<file path="src/rtl/fr_pkg.sv">
package fr_pkg;

    typedef enum logic [2:0] {
        ST_IDLE,
        ST_OPCODE,
        ST_ADDRESS,
        ST_PREFETCH,
        ST_DUMMY,
        ST_STREAM,
        ST_IGNORE
    } fr_state_e;

    localparam int OPC_BITS        = 8;
    localparam int ADDR_BYTES      = 3;
    localparam int ADDR_BITS       = ADDR_BYTES * 8;
    localparam int MAX_DUMMY_BYTES = 4;
    localparam int MAX_PHASE_BITS  = (MAX_DUMMY_BYTES * 8 > ADDR_BITS) ? MAX_DUMMY_BYTES * 8 : ADDR_BITS;
    localparam int CNT_W           = $clog2(MAX_PHASE_BITS);
    localparam int DUMMY_W         = $clog2(MAX_DUMMY_BYTES + 1);

    localparam logic [7:0] CMD_RD_DUMMY4 = 8'hE8;
    localparam logic [7:0] CMD_RD_DUMMY2 = 8'h1B;
    localparam logic [7:0] CMD_RD_DUMMY1 = 8'h0B;
    localparam logic [7:0] CMD_RD_SLOW   = 8'h03;
    localparam logic [7:0] CMD_RD_LOWPWR = 8'h01;

    typedef struct packed {
        logic               known;
        logic [DUMMY_W-1:0] dummy_bytes;
    } fr_decode_t;

    function automatic fr_decode_t fr_decode(input logic [7:0] code);
        fr_decode_t d;
        d.known       = 1'b1;
        d.dummy_bytes = '0;
        case (code)
            CMD_RD_DUMMY4: d.dummy_bytes = DUMMY_W'(4);
            CMD_RD_DUMMY2: d.dummy_bytes = DUMMY_W'(2);
            CMD_RD_DUMMY1: d.dummy_bytes = DUMMY_W'(1);
            CMD_RD_SLOW:   d.dummy_bytes = '0;
            CMD_RD_LOWPWR: d.dummy_bytes = '0;
            default:       d.known       = 1'b0;
        endcase
        return d;
    endfunction

endpackage

</file>
<file path="src/rtl/fr_pin_sync.sv">
module fr_pin_sync #(
    parameter int STAGES = 2
) (
    input  logic clk,
    input  logic rst_n,
    input  logic cs_n_pin,
    input  logic sck_pin,
    input  logic si_pin,
    output logic cs_n_s,
    output logic si_s,
    output logic sck_rise,
    output logic sck_fall,
    output logic cs_fall
);

    logic [STAGES-1:0] cs_chain;
    logic [STAGES-1:0] sck_chain;
    logic [STAGES-1:0] si_chain;
    logic              sck_q;
    logic              cs_q;
    logic              sck_s;

    always_ff @(posedge clk or negedge rst_n) begin
        if (!rst_n) begin
            cs_chain  <= '1;
            sck_chain <= '0;
            si_chain  <= '0;
            sck_q     <= 1'b0;
            cs_q      <= 1'b1;
        end else begin
            cs_chain  <= {cs_chain[STAGES-2:0], cs_n_pin};
            sck_chain <= {sck_chain[STAGES-2:0], sck_pin};
            si_chain  <= {si_chain[STAGES-2:0], si_pin};
            sck_q     <= sck_chain[STAGES-1];
            cs_q      <= cs_chain[STAGES-1];
        end
    end

    assign cs_n_s   = cs_chain[STAGES-1];
    assign sck_s    = sck_chain[STAGES-1];
    assign si_s     = si_chain[STAGES-1];
    assign sck_rise = sck_s & ~sck_q;
    assign sck_fall = ~sck_s & sck_q;
    assign cs_fall  = ~cs_n_s & cs_q;

endmodule

</file>
<file path="src/rtl/fr_addr_ctr.sv">
module fr_addr_ctr #(
    parameter int ADDR_W = 19
) (
    input  logic              clk,
    input  logic              rst_n,
    input  logic              load,
    input  logic [ADDR_W-1:0] load_val,
    input  logic              step,
    output logic [ADDR_W-1:0] addr
);

    always_ff @(posedge clk or negedge rst_n) begin
        if (!rst_n) begin
            addr <= '0;
        end else if (load) begin
            addr <= load_val;
        end else if (step) begin
            addr <= addr + ADDR_W'(1);
        end
    end

endmodule

</file>
<file path="src/rtl/fr_tx_shift.sv">
module fr_tx_shift #(
    parameter int BYTE_W = 8
) (
    input  logic              clk,
    input  logic              rst_n,
    input  logic              clear,
    input  logic              shift_en,
    input  logic              cap,
    input  logic [BYTE_W-1:0] cap_data,
    output logic              so,
    output logic              so_oe,
    output logic              fetch_next
);

    localparam int IDX_W = $clog2(BYTE_W);

    logic [BYTE_W-1:0] buf_q;
    logic [BYTE_W-1:0] sh_q;
    logic [IDX_W-1:0]  idx_q;
    logic              oe_q;

    always_ff @(posedge clk or negedge rst_n) begin
        if (!rst_n) begin
            buf_q <= '0;
            sh_q  <= '0;
            idx_q <= '0;
            oe_q  <= 1'b0;
        end else begin
            if (cap) begin
                buf_q <= cap_data;
            end
            if (clear) begin
                sh_q  <= '0;
                idx_q <= '0;
                oe_q  <= 1'b0;
            end else if (shift_en) begin
                oe_q  <= 1'b1;
                idx_q <= idx_q + IDX_W'(1);
                if (idx_q == '0) begin
                    sh_q <= buf_q;
                end else begin
                    sh_q <= {sh_q[BYTE_W-2:0], 1'b0};
                end
            end
        end
    end

    assign fetch_next = shift_en && !clear && (idx_q == '0);
    assign so         = oe_q & sh_q[BYTE_W-1];
    assign so_oe      = oe_q;

endmodule

</file>
<file path="src/rtl/flash_read_frontend.sv">
module flash_read_frontend #(
    parameter int ADDR_W      = 19,
    parameter int SYNC_STAGES = 2
) (
    input  logic              clk,
    input  logic              rst_n,
    input  logic              spi_cs_n,
    input  logic              spi_sck,
    input  logic              spi_mosi,
    output logic              spi_miso,
    output logic              spi_miso_oe,
    output logic              mem_req,
    output logic [ADDR_W-1:0] mem_addr,
    input  logic [7:0]        mem_data
);

    import fr_pkg::*;

    localparam logic [CNT_W-1:0] OPC_LAST  = CNT_W'(OPC_BITS - 1);
    localparam logic [CNT_W-1:0] ADDR_LAST = CNT_W'(ADDR_BITS - 1);

    logic               cs_n_s;
    logic               si_s;
    logic               sck_rise;
    logic               sck_fall;
    logic               cs_fall;

    fr_state_e          state_q, state_n;
    logic [CNT_W-1:0]   cnt_q, cnt_n;
    logic [ADDR_W-1:0]  rx_q, rx_n;
    logic [DUMMY_W-1:0] dummy_q, dummy_n;
    logic               req_q;

    logic [ADDR_W-1:0]  rx_shifted;
    fr_decode_t         dec;
    logic [CNT_W-1:0]   dummy_last;

    logic               load_addr;
    logic               tx_clear;
    logic               tx_shift;
    logic               fetch_next;

    fr_pin_sync #(
        .STAGES(SYNC_STAGES)
    ) u_sync (
        .clk      (clk),
        .rst_n    (rst_n),
        .cs_n_pin (spi_cs_n),
        .sck_pin  (spi_sck),
        .si_pin   (spi_mosi),
        .cs_n_s   (cs_n_s),
        .si_s     (si_s),
        .sck_rise (sck_rise),
        .sck_fall (sck_fall),
        .cs_fall  (cs_fall)
    );

    assign rx_shifted = ADDR_W'({rx_q, si_s});
    assign dec        = fr_decode(rx_shifted[7:0]);
    assign dummy_last = CNT_W'(({3'b000, dummy_q} << 3) - 1);

    // next-state logic
    always_comb begin
        state_n = state_q;
        cnt_n   = cnt_q;
        rx_n    = rx_q;
        dummy_n = dummy_q;
        if (cs_n_s) begin
            state_n = ST_IDLE;
            cnt_n   = '0;
        end else begin
            unique case (state_q)
                ST_IDLE: begin
                    if (cs_fall) begin
                        state_n = ST_OPCODE;
                        cnt_n   = '0;
                    end
                end
                ST_OPCODE: begin
                    if (sck_rise) begin
                        rx_n  = rx_shifted;
                        cnt_n = cnt_q + CNT_W'(1);
                        if (cnt_q == OPC_LAST) begin
                            cnt_n = '0;
                            if (dec.known) begin
                                state_n = ST_ADDRESS;
                                dummy_n = dec.dummy_bytes;
                            end else begin
                                state_n = ST_IGNORE;
                            end
                        end
                    end
                end
                ST_ADDRESS: begin
                    if (sck_rise) begin
                        rx_n  = rx_shifted;
                        cnt_n = cnt_q + CNT_W'(1);
                        if (cnt_q == ADDR_LAST) begin
                            cnt_n   = '0;
                            state_n = ST_PREFETCH;
                        end
                    end
                end
                ST_PREFETCH: begin
                    state_n = (dummy_q == '0) ? ST_STREAM : ST_DUMMY;
                end
                ST_DUMMY: begin
                    if (sck_rise) begin
                        cnt_n = cnt_q + CNT_W'(1);
                        if (cnt_q == dummy_last) begin
                            cnt_n   = '0;
                            state_n = ST_STREAM;
                        end
                    end
                end
                ST_STREAM: state_n = ST_STREAM;
                ST_IGNORE: state_n = ST_IGNORE;
                default:   state_n = ST_IDLE;
            endcase
        end
    end

    // state register
    always_ff @(posedge clk or negedge rst_n) begin
        if (!rst_n) begin
            state_q <= ST_IDLE;
            cnt_q   <= '0;
            rx_q    <= '0;
            dummy_q <= '0;
            req_q   <= 1'b0;
        end else begin
            state_q <= state_n;
            cnt_q   <= cnt_n;
            rx_q    <= rx_n;
            dummy_q <= dummy_n;
            req_q   <= mem_req;
        end
    end

    // outputs
    always_comb begin
        load_addr = !cs_n_s && (state_q == ST_ADDRESS) && sck_rise && (cnt_q == ADDR_LAST);
        tx_clear  = cs_n_s || (state_q != ST_STREAM);
        tx_shift  = !cs_n_s && (state_q == ST_STREAM) && sck_fall;
        mem_req   = (!cs_n_s && (state_q == ST_PREFETCH)) || fetch_next;
    end

    fr_addr_ctr #(
        .ADDR_W(ADDR_W)
    ) u_ctr (
        .clk      (clk),
        .rst_n    (rst_n),
        .load     (load_addr),
        .load_val (rx_shifted),
        .step     (mem_req),
        .addr     (mem_addr)
    );

    fr_tx_shift #(
        .BYTE_W(8)
    ) u_tx (
        .clk        (clk),
        .rst_n      (rst_n),
        .clear      (tx_clear),
        .shift_en   (tx_shift),
        .cap        (req_q),
        .cap_data   (mem_data),
        .so         (spi_miso),
        .so_oe      (spi_miso_oe),
        .fetch_next (fetch_next)
    );

endmodule

</file>
<file path="config.mk">
export PLATFORM = sky130hd
export DESIGN_NAME = flash_read_frontend
export DESIGN_NICKNAME = d
export VERILOG_FILES = /design/src/rtl/fr_pkg.sv /design/src/rtl/fr_pin_sync.sv /design/src/rtl/fr_addr_ctr.sv /design/src/rtl/fr_tx_shift.sv /design/src/rtl/flash_read_frontend.sv
export SDC_FILE = /design/constraint.sdc
export NUM_CORES = 1
export LEC_CHECK = 0
export BUFFER_PORTS_ARGS = -buffer_cell sky130_fd_sc_hd__buf_4
export CAP_MARGIN = 20
export CORE_ASPECT_RATIO = 2
export CORE_MARGIN = 4
export CORE_UTILIZATION = 54
export CTS_CLUSTER_SIZE = 12
export DETAILED_ROUTE_END_ITERATION = 10
export PLACE_DENSITY = 0.77
export SLEW_MARGIN = 20
export SYNTH_ARGS = -nofsm -noshare
export SYNTH_HDL_FRONTEND = slang
export SYNTH_SLANG_ARGS = --single-unit
</file>
<file path="constraint.sdc">
create_clock -name clk -period 2.7 [get_ports clk]
set_clock_uncertainty 0.15 [all_clocks]
set_input_delay 0.27 -clock clk [delete_from_list [all_inputs] [get_ports clk]]
set_output_delay 0.27 -clock clk [all_outputs]
set_load 0.02 [all_outputs]
</file>
==> impl_metrics.env, run 1 <==
export IMPL_max_freq_mhz=398
export IMPL_portBuffers=34
export IMPL_clock_sinks=77
export IMPL_syn_area_per_cell_sq_um=10.7
export IMPL_synth_edff_count=0
export IMPL_num_rows=42
export IMPL_yosys_most_used_dff="dfrtp_1"
export IMPL_cts_clk_slew_worst_paths_ns=0.05
export IMPL_r2r_slack_ns=0.50
export IMPL_numCtsBuffers=9
export IMPL_fp_dieH_microns=126
export IMPL_min_period_ns=2.51
export IMPL_dp_cells=465
export IMPL_rsz0062_at_grt="no"
export IMPL_routed_wl_microns=7890
export IMPL_io_pins=35
export IMPL_ys_seq_elements=77
export IMPL_ant_nets=0
export IMPL_p_per_area_nw_per_um2=660
export IMPL_areaGrowthSynthToFinish_pct=20.7
export IMPL_die_area_sq_um=8450
export IMPL_crit_fanout=12
export IMPL_syn_nets=369
export IMPL_finalSetupTns_ns=0
export IMPL_required_ns=2.28
export IMPL_status="finished clean"
export IMPL_r2r_end="u_ctr.addr[16]$_DFFE_PN0P_"
export IMPL_die_x_microns=67.0
export IMPL_ys_seq_area_share_pct=51.3
export IMPL_grt_pass1_vias=2805
export IMPL_worstHoldStart="mem_data[1]"
export IMPL_cts_root_buf="clkbuf_16"
export IMPL_hold_viol=0
export IMPL_routabilityCongestion=0.873
export IMPL_grt_pass1_wl_microns=13000
export IMPL_drv_cap=0
export IMPL_clk_path_buf_depth=2
export IMPL_dr_pass1_iters=4
export IMPL_final_nets=414
export IMPL_antenna_found_initial=0
export IMPL_slowest_stage="dfrtp_1"
export IMPL_synth_cells=351
export IMPL_finalCritPeriodShare_pct=93.1
export IMPL_critPathKind="reg2out"
export IMPL_grt_max_degree=78
export IMPL_synthArstFlopShare_pct=100
export IMPL_fillers=573
export IMPL_cp_end_kind="output pin"
export IMPL_rr_worst_depth=6
export IMPL_power_leakage_nw=2.09
export IMPL_setup_viol=0
export IMPL_r2r_start="state_q[1]$_DFFE_PN0P_"
export IMPL_drc=0
export IMPL_diodes=0
export IMPL_finish_utilization_pct=67.5
export IMPL_vias=2835
export IMPL_layout_cells_non_filler=489
export IMPL_worstPathArrival_ns=2.09
export IMPL_vias_per_cell=5.80
export IMPL_tightest_slew_ns=0.929
export IMPL_clk_latency_ns=0.34
export IMPL_cts_tree="yes"
export IMPL_initial_core_util_pct=56.0
export IMPL_drv_slew=0
export IMPL_slowest_delay_ns=0.56
export IMPL_min_path_cells=2
export IMPL_layout_drive_gt1_share_pct=24.7
export IMPL_ys_warn_count=0
export IMPL_peakVddDrop_mv=0.566
export IMPL_hold_class="in2reg"
export IMPL_grt_overflow_total=0
export IMPL_relSlewSlack_pct=38.1
export IMPL_synth_cell_types=64
export IMPL_grt_total_usage_pct=20.4
export IMPL_crit_chain="and2b_1 > a31o_2 > nand2_1 > inv_2 > buf_4"
export IMPL_wire_per_inst_microns=16.1
export IMPL_startpoint_type="flip-flop"
export IMPL_synth_area_sq_um=3760
export IMPL_h_tree_depth=3
export IMPL_core_sq_um=6730
export IMPL_drt_initial_drc_count=195
export IMPL_min_to="u_tx.buf_q[1]$_DFFE_PN0P_"
export IMPL_post_cts_setup_buffer_count=0
export IMPL_dp_hpwl_microns=5520
-- cell families after synthesis --
family | synth area share (%)
XOR/XNOR | 3.02
adder cells (fa/ha/maj) | 1.66
buffers and inverters | 3.19
AO/OA/AOI/OAI | 11.8
AND/OR/NAND/NOR | 18.6
multiplexers | 10.5
flip-flops | 51.3
-- layout make-up --
type	count	area, sq um	share of cell area (%)
clock inverters	3	90.1	1.98
inverters	14	52.6	1.16
multi-input cells	247	1720	37.8
well taps	88	110	2.42
repair buffers	47	373	8.21
flip-flops and latches	77	1930	42.5
clock buffers	13	270	5.95
-- worst max-delay path by stage --
stage / start / endpoint / slack [ns] / cells after the start
floorplan: u_tx.idx_q[0]$_DFFE_PN0P_ / u_ctr.addr[13]$_DFFE_PN0P_ / 0.61 / 8
global placement: state_q[0]$_DFFE_PN0P_ / mem_req / 0.57 / 4
detailed placement: state_q[0]$_DFFE_PN0P_ / mem_req / 0.51 / 4
CTS: state_q[0]$_DFFE_PN0P_ / mem_req / 0.12 / 4
global route: state_q[1]$_DFFE_PN0P_ / mem_req / 0.11 / 5
finish: state_q[1]$_DFFE_PN0P_ / mem_req / 0.19 / 5
-- placed cells by master (no fill, tap or decap), types with 5 or more instances in the layout --
| master | Yosys | routed |
|---|---|---|
| dfrtp_1 | 74 | 74 |
| buf_4 | 1 | 39 |
| nor2_1 | 29 | 29 |
| nand2_1 | 27 | 27 |
| mux2_2 | 26 | 26 |
| inv_1 | 13 | 13 |
| a21oi_1 | 13 | 13 |
| nand3_1 | 13 | 13 |
| nor3_1 | 12 | 12 |
| xnor2_1 | 10 | 10 |
| mux2i_1 | 9 | 9 |
| clkbuf_16 | 0 | 9 |
| dlygate4sd3_1 | 0 | 8 |
| a211oi_1 | 7 | 7 |
| nand2b_1 | 7 | 7 |
| nand4_1 | 7 | 7 |
| o21ai_0 | 7 | 7 |
| nor3b_1 | 5 | 5 |
| and3_1 | 5 | 5 |
| o21ai_1 | 5 | 5 |
| ha_1 | 5 | 5 |
-- registers in the layout (all words and copies together), names as in the netlist, 3 cells and up --
register	cells
rx_q	18
state_q	3
cnt_q	5
u_tx.sh_q	8
u_tx.idx_q	3
u_ctr.addr	19
u_tx.buf_q	8
dummy_q	3
-- critical path: cells and delay by family (launching register included) --
kind	cells	cell delay [ns]
DFF	1	0.56
and+or+nand+nor	2	0.53
buffers and inverters	2	0.37
AOI/OAI and AO/OA	1	0.29
-- power breakdown --
group	switching (mW)	leakage, nW	internal, mW
combinational	0.137	0.874	0.130
clock	0.445	0.176	0.978
sequential	0.0810	1.04	1.22
total	0.663	2.09	2.33
-- metrics by stage --
step                      instance area, sq um  hold slack [ns]  worst slack (ns)  power, mW
after global placement                    4100            0.183             0.567       1.57
after floorplan                           3760           -0.176             0.608       1.48
final                                     4540           0.0129             0.186       3.00
after global routing                      4540           0.0163             0.115       3.12
after detailed placement                  4100            0.187             0.511       1.59
after CTS                                 4540          0.00169             0.124       3.04
-- cells in the mapped netlist (3+ instances only) --
master     n  area, sq um
nand3_1   13         65.1
and4_1     4         35.0
a211oi_1   7         52.6
a21oi_1   13         65.1
and3_1     5         31.3
ha_1       5         62.6
mux2_2    26          293
o21ai_1    5         25.0
xnor2_1   10         87.6
nor4_1     4         25.0
clkbuf_1   5         18.8
mux2i_1    9         90.1
nand2_1   27          101
dfstp_2    3         78.8
nor2_1    29          109
dfrtp_1   74         1850
buf_2      6         30.0
o21ai_0    7         35.0
inv_1     13         48.8
a211o_1    3         26.3
nand2b_1   7         43.8
xor2_1     3         26.3
nor3b_1    5         37.5
o22ai_1    3         18.8
nand4_1    7         43.8
nor3_1    12         60.1
-- metal layers --
metal  GRT usage, %  share of wire, %  up-vias
met3           4.55               4.6       24
met2           33.5                53       70
met4           12.8               4.0        0
met1           23.1                38     1383
met5              0                 0        -
li1               -                 -     1358
-- what timing repair did --
item                       CTS  global route
hold buffers                 8             0
hold endpoints to repair    81             0
setup endpoints to repair    0             1
resized for setup            0             1
(Power assumes the default switching activity.)
==> run 2, diff against run 1 <==
--- a/config.mk
+++ b/config.mk
@@ -5,14 +5,14 @@
 export SDC_FILE = /design/constraint.sdc
 export NUM_CORES = 1
 export LEC_CHECK = 0
-export BUFFER_PORTS_ARGS = -buffer_cell sky130_fd_sc_hd__buf_4
 export CAP_MARGIN = 20
 export CORE_ASPECT_RATIO = 2
 export CORE_MARGIN = 4
 export CORE_UTILIZATION = 54
 export CTS_CLUSTER_SIZE = 12
 export DETAILED_ROUTE_END_ITERATION = 10
-export PLACE_DENSITY = 0.77
+export DONT_BUFFER_PORTS = 1
+export PLACE_DENSITY = 0.72
 export SLEW_MARGIN = 20
 export SYNTH_ARGS = -nofsm -noshare
 export SYNTH_HDL_FRONTEND = slang
==> run 2 against run 1 <==
Largest power group unchanged; non-clock buffer count down 27; global-route usage up 0.85 points; power is 2.1% lower.
==> impl_metrics.env, run 2 (synthesis results as in run 1) <==
export IMPL_status="finished clean"
export IMPL_cts_root_buf="clkbuf_16"
export IMPL_slowest_stage="dfrtp_1"
export IMPL_max_freq_mhz=426
export IMPL_min_period_ns=2.35
export IMPL_portBuffers=0
export IMPL_crit_chain="inv_1 > ha_1 > nor2b_2 > a31o_2 > nand2_1 > inv_2"
export IMPL_final_nets=387
export IMPL_critPathKind="reg2out"
export IMPL_grt_pass1_vias=2854
export IMPL_dp_hpwl_microns=5580
export IMPL_setup_ws_ns=0.351
export IMPL_setup_worst_path_start="u_tx.idx_q[0]$_DFFE_PN0P_"
export IMPL_grt_total_usage_pct=21.2
export IMPL_r2r_start="state_q[1]$_DFFE_PN0P_"
export IMPL_routabilityCongestion=0.788
export IMPL_grt_overflow_total=0
export IMPL_fp_dieH_microns=126
export IMPL_layout_drive_gt1_share_pct=17.9
export IMPL_p_int_mw=2.25
export IMPL_post_cts_setup_buffer_count=0
export IMPL_hold_viol=0
export IMPL_power_leakage_nw=1.94
export IMPL_diodes=0
export IMPL_initial_core_util_pct=56.0
export IMPL_finalCritPeriodShare_pct=87.0
export IMPL_drc=0
export IMPL_antenna_found_initial=0
export IMPL_hold_class="reg2reg"
export IMPL_finalSetupTns_ns=0
export IMPL_grt_max_degree=78
export IMPL_dr_pass1_iters=6
export IMPL_cts_clk_slew_worst_paths_ns=0.06
export IMPL_grt_pass1_wl_microns=13500
export IMPL_areaGrowthSynthToFinish_pct=15.5
export IMPL_drv_cap=0
export IMPL_place_worst_setup_slack_ns=0.517
export IMPL_slowest_delay_ns=0.41
export IMPL_fin_total_pwr_mw=2.93
export IMPL_die_x_microns=67.0
export IMPL_p_clk_share_pct=46.5
export IMPL_largest_register_ff_count=19
export IMPL_setup_viol=0
export IMPL_dp_cells=433
export IMPL_ant_nets=0
export IMPL_numCtsBuffers=9
export IMPL_required_ns=2.28
export IMPL_layout_cells_non_filler=462
export IMPL_top_register="u_ctr.addr"
export IMPL_num_rows=42
export IMPL_fillers=567
export IMPL_p_sw_uw=686
export IMPL_clk_path_buf_depth=2
export IMPL_crit_fanout=9
export IMPL_vias_per_cell=5.98
export IMPL_die_area_sq_um=8450
export IMPL_worstPathArrival_ns=1.93
export IMPL_h_tree_depth=3
export IMPL_tightest_slew_ns=0.586
export IMPL_cts_tree="yes"
export IMPL_io_pins=35
export IMPL_vias=2762
export IMPL_routed_wl_microns=8100
export IMPL_wire_per_inst_microns=17.5
export IMPL_layout_common_cells="dfrtp_1, nor2_1, nand2_1"
export IMPL_drv_slew=0
export IMPL_relSlewSlack_pct=60.9
export IMPL_netSwitchingFraction_pct=23.4
export IMPL_clock_sinks=77
export IMPL_seq_power_share_pct=44.7
export IMPL_p_per_area_nw_per_um2=675
export IMPL_peakVddDrop_mv=0.498
export IMPL_rsz0062_at_grt="no"
export IMPL_final_common_cell="dfrtp_1"
export IMPL_worstHoldStart="u_sync.sck_chain[0]$_DFF_PN0_"
export IMPL_clk_latency_ns=0.34
export IMPL_top_regs="u_ctr.addr: 19 flops, rx_q: 18 flops"
export IMPL_finish_utilization_pct=64.6
export IMPL_cp_end_kind="output pin"
export IMPL_pwr_share_comb_pct=8.8
export IMPL_core_sq_um=6730
export IMPL_drt_initial_drc_count=251
export IMPL_startpoint_type="flip-flop"
[run 2: worst paths after layout]
path | to | cells after the start | slack [ns]
worst max-delay path | mem_req | 6 | 0.35
worst min-delay path | u_sync.sck_chain[1]$_DFF_PN0_ | 0 | 0.20
worst max register to register | u_ctr.addr[17]$_DFFE_PN0P_ | 5 | 0.50
worst min register to register | u_sync.sck_chain[1]$_DFF_PN0_ | 0 | 0.20
max in group asynchronous | u_sync.cs_q$_DFF_PN1_ | 2 | 1.72
min in group asynchronous | u_tx.buf_q[6]$_DFFE_PN0P_ | 2 | 0.35
[run 2: critical path, delay by kind of cell, from the launching register on]
kind / cells / cell delay, ns
AO/OA/AOI/OAI: 1 / 0.25
adder cells (fa/ha/maj): 1 / 0.13
buffers and inverters: 2 / 0.37
flip-flops: 1 / 0.41
AND/OR/NAND/NOR: 2 / 0.43
[run 2: power groups by stage]
| stage | combinational (mW) | sequential, mW | clock, mW |
|---|---|---|---|
| 5_1_grt | 0.292 | 1.32 | 1.44 |
| 6_report | 0.259 | 1.31 | 1.36 |
| 4_1_cts | 0.259 | 1.31 | 1.39 |
| 3_3_place_gp | 0.208 | 1.33 | 0 |
| 3_5_place_dp | 0.215 | 1.33 | 0 |
| 2_1_floorplan | 0.182 | 1.30 | 0 |
[run 2: layout make-up]
class	instances	area, sq um	share of cell area [%]
sequential	77	1930	44.4
inverter	14	52.6	1.21
multi-input combinational	247	1710	39.4
tap	88	110	2.53
timing repair buffer	20	200	4.60
clock inverter	6	111	2.56
clock buffer	10	229	5.27
[run 2: stage by stage]
stage | hold slack, ns | instance area (sq um)
detailed placement | -0.173 | 3860
global placement | -0.174 | 3860
CTS | 0.201 | 4350
global route | 0.203 | 4350
floorplan | -0.176 | 3760
finish | 0.196 | 4350
[run 2: per-layer routing]
layer / GRT usage (%) / routed length [microns]
met5: 0 / 0
met4: 10.2 / 235
met3: 6.77 / 461
met2: 35.8 / 4440
met1: 23.3 / 2970
[run 2: repair_timing]
item	in CTS	in global routing
setup endpoints to repair	0	0
hold buffers	13	0
gates resized for setup	0	0
hold endpoints to repair	88	0
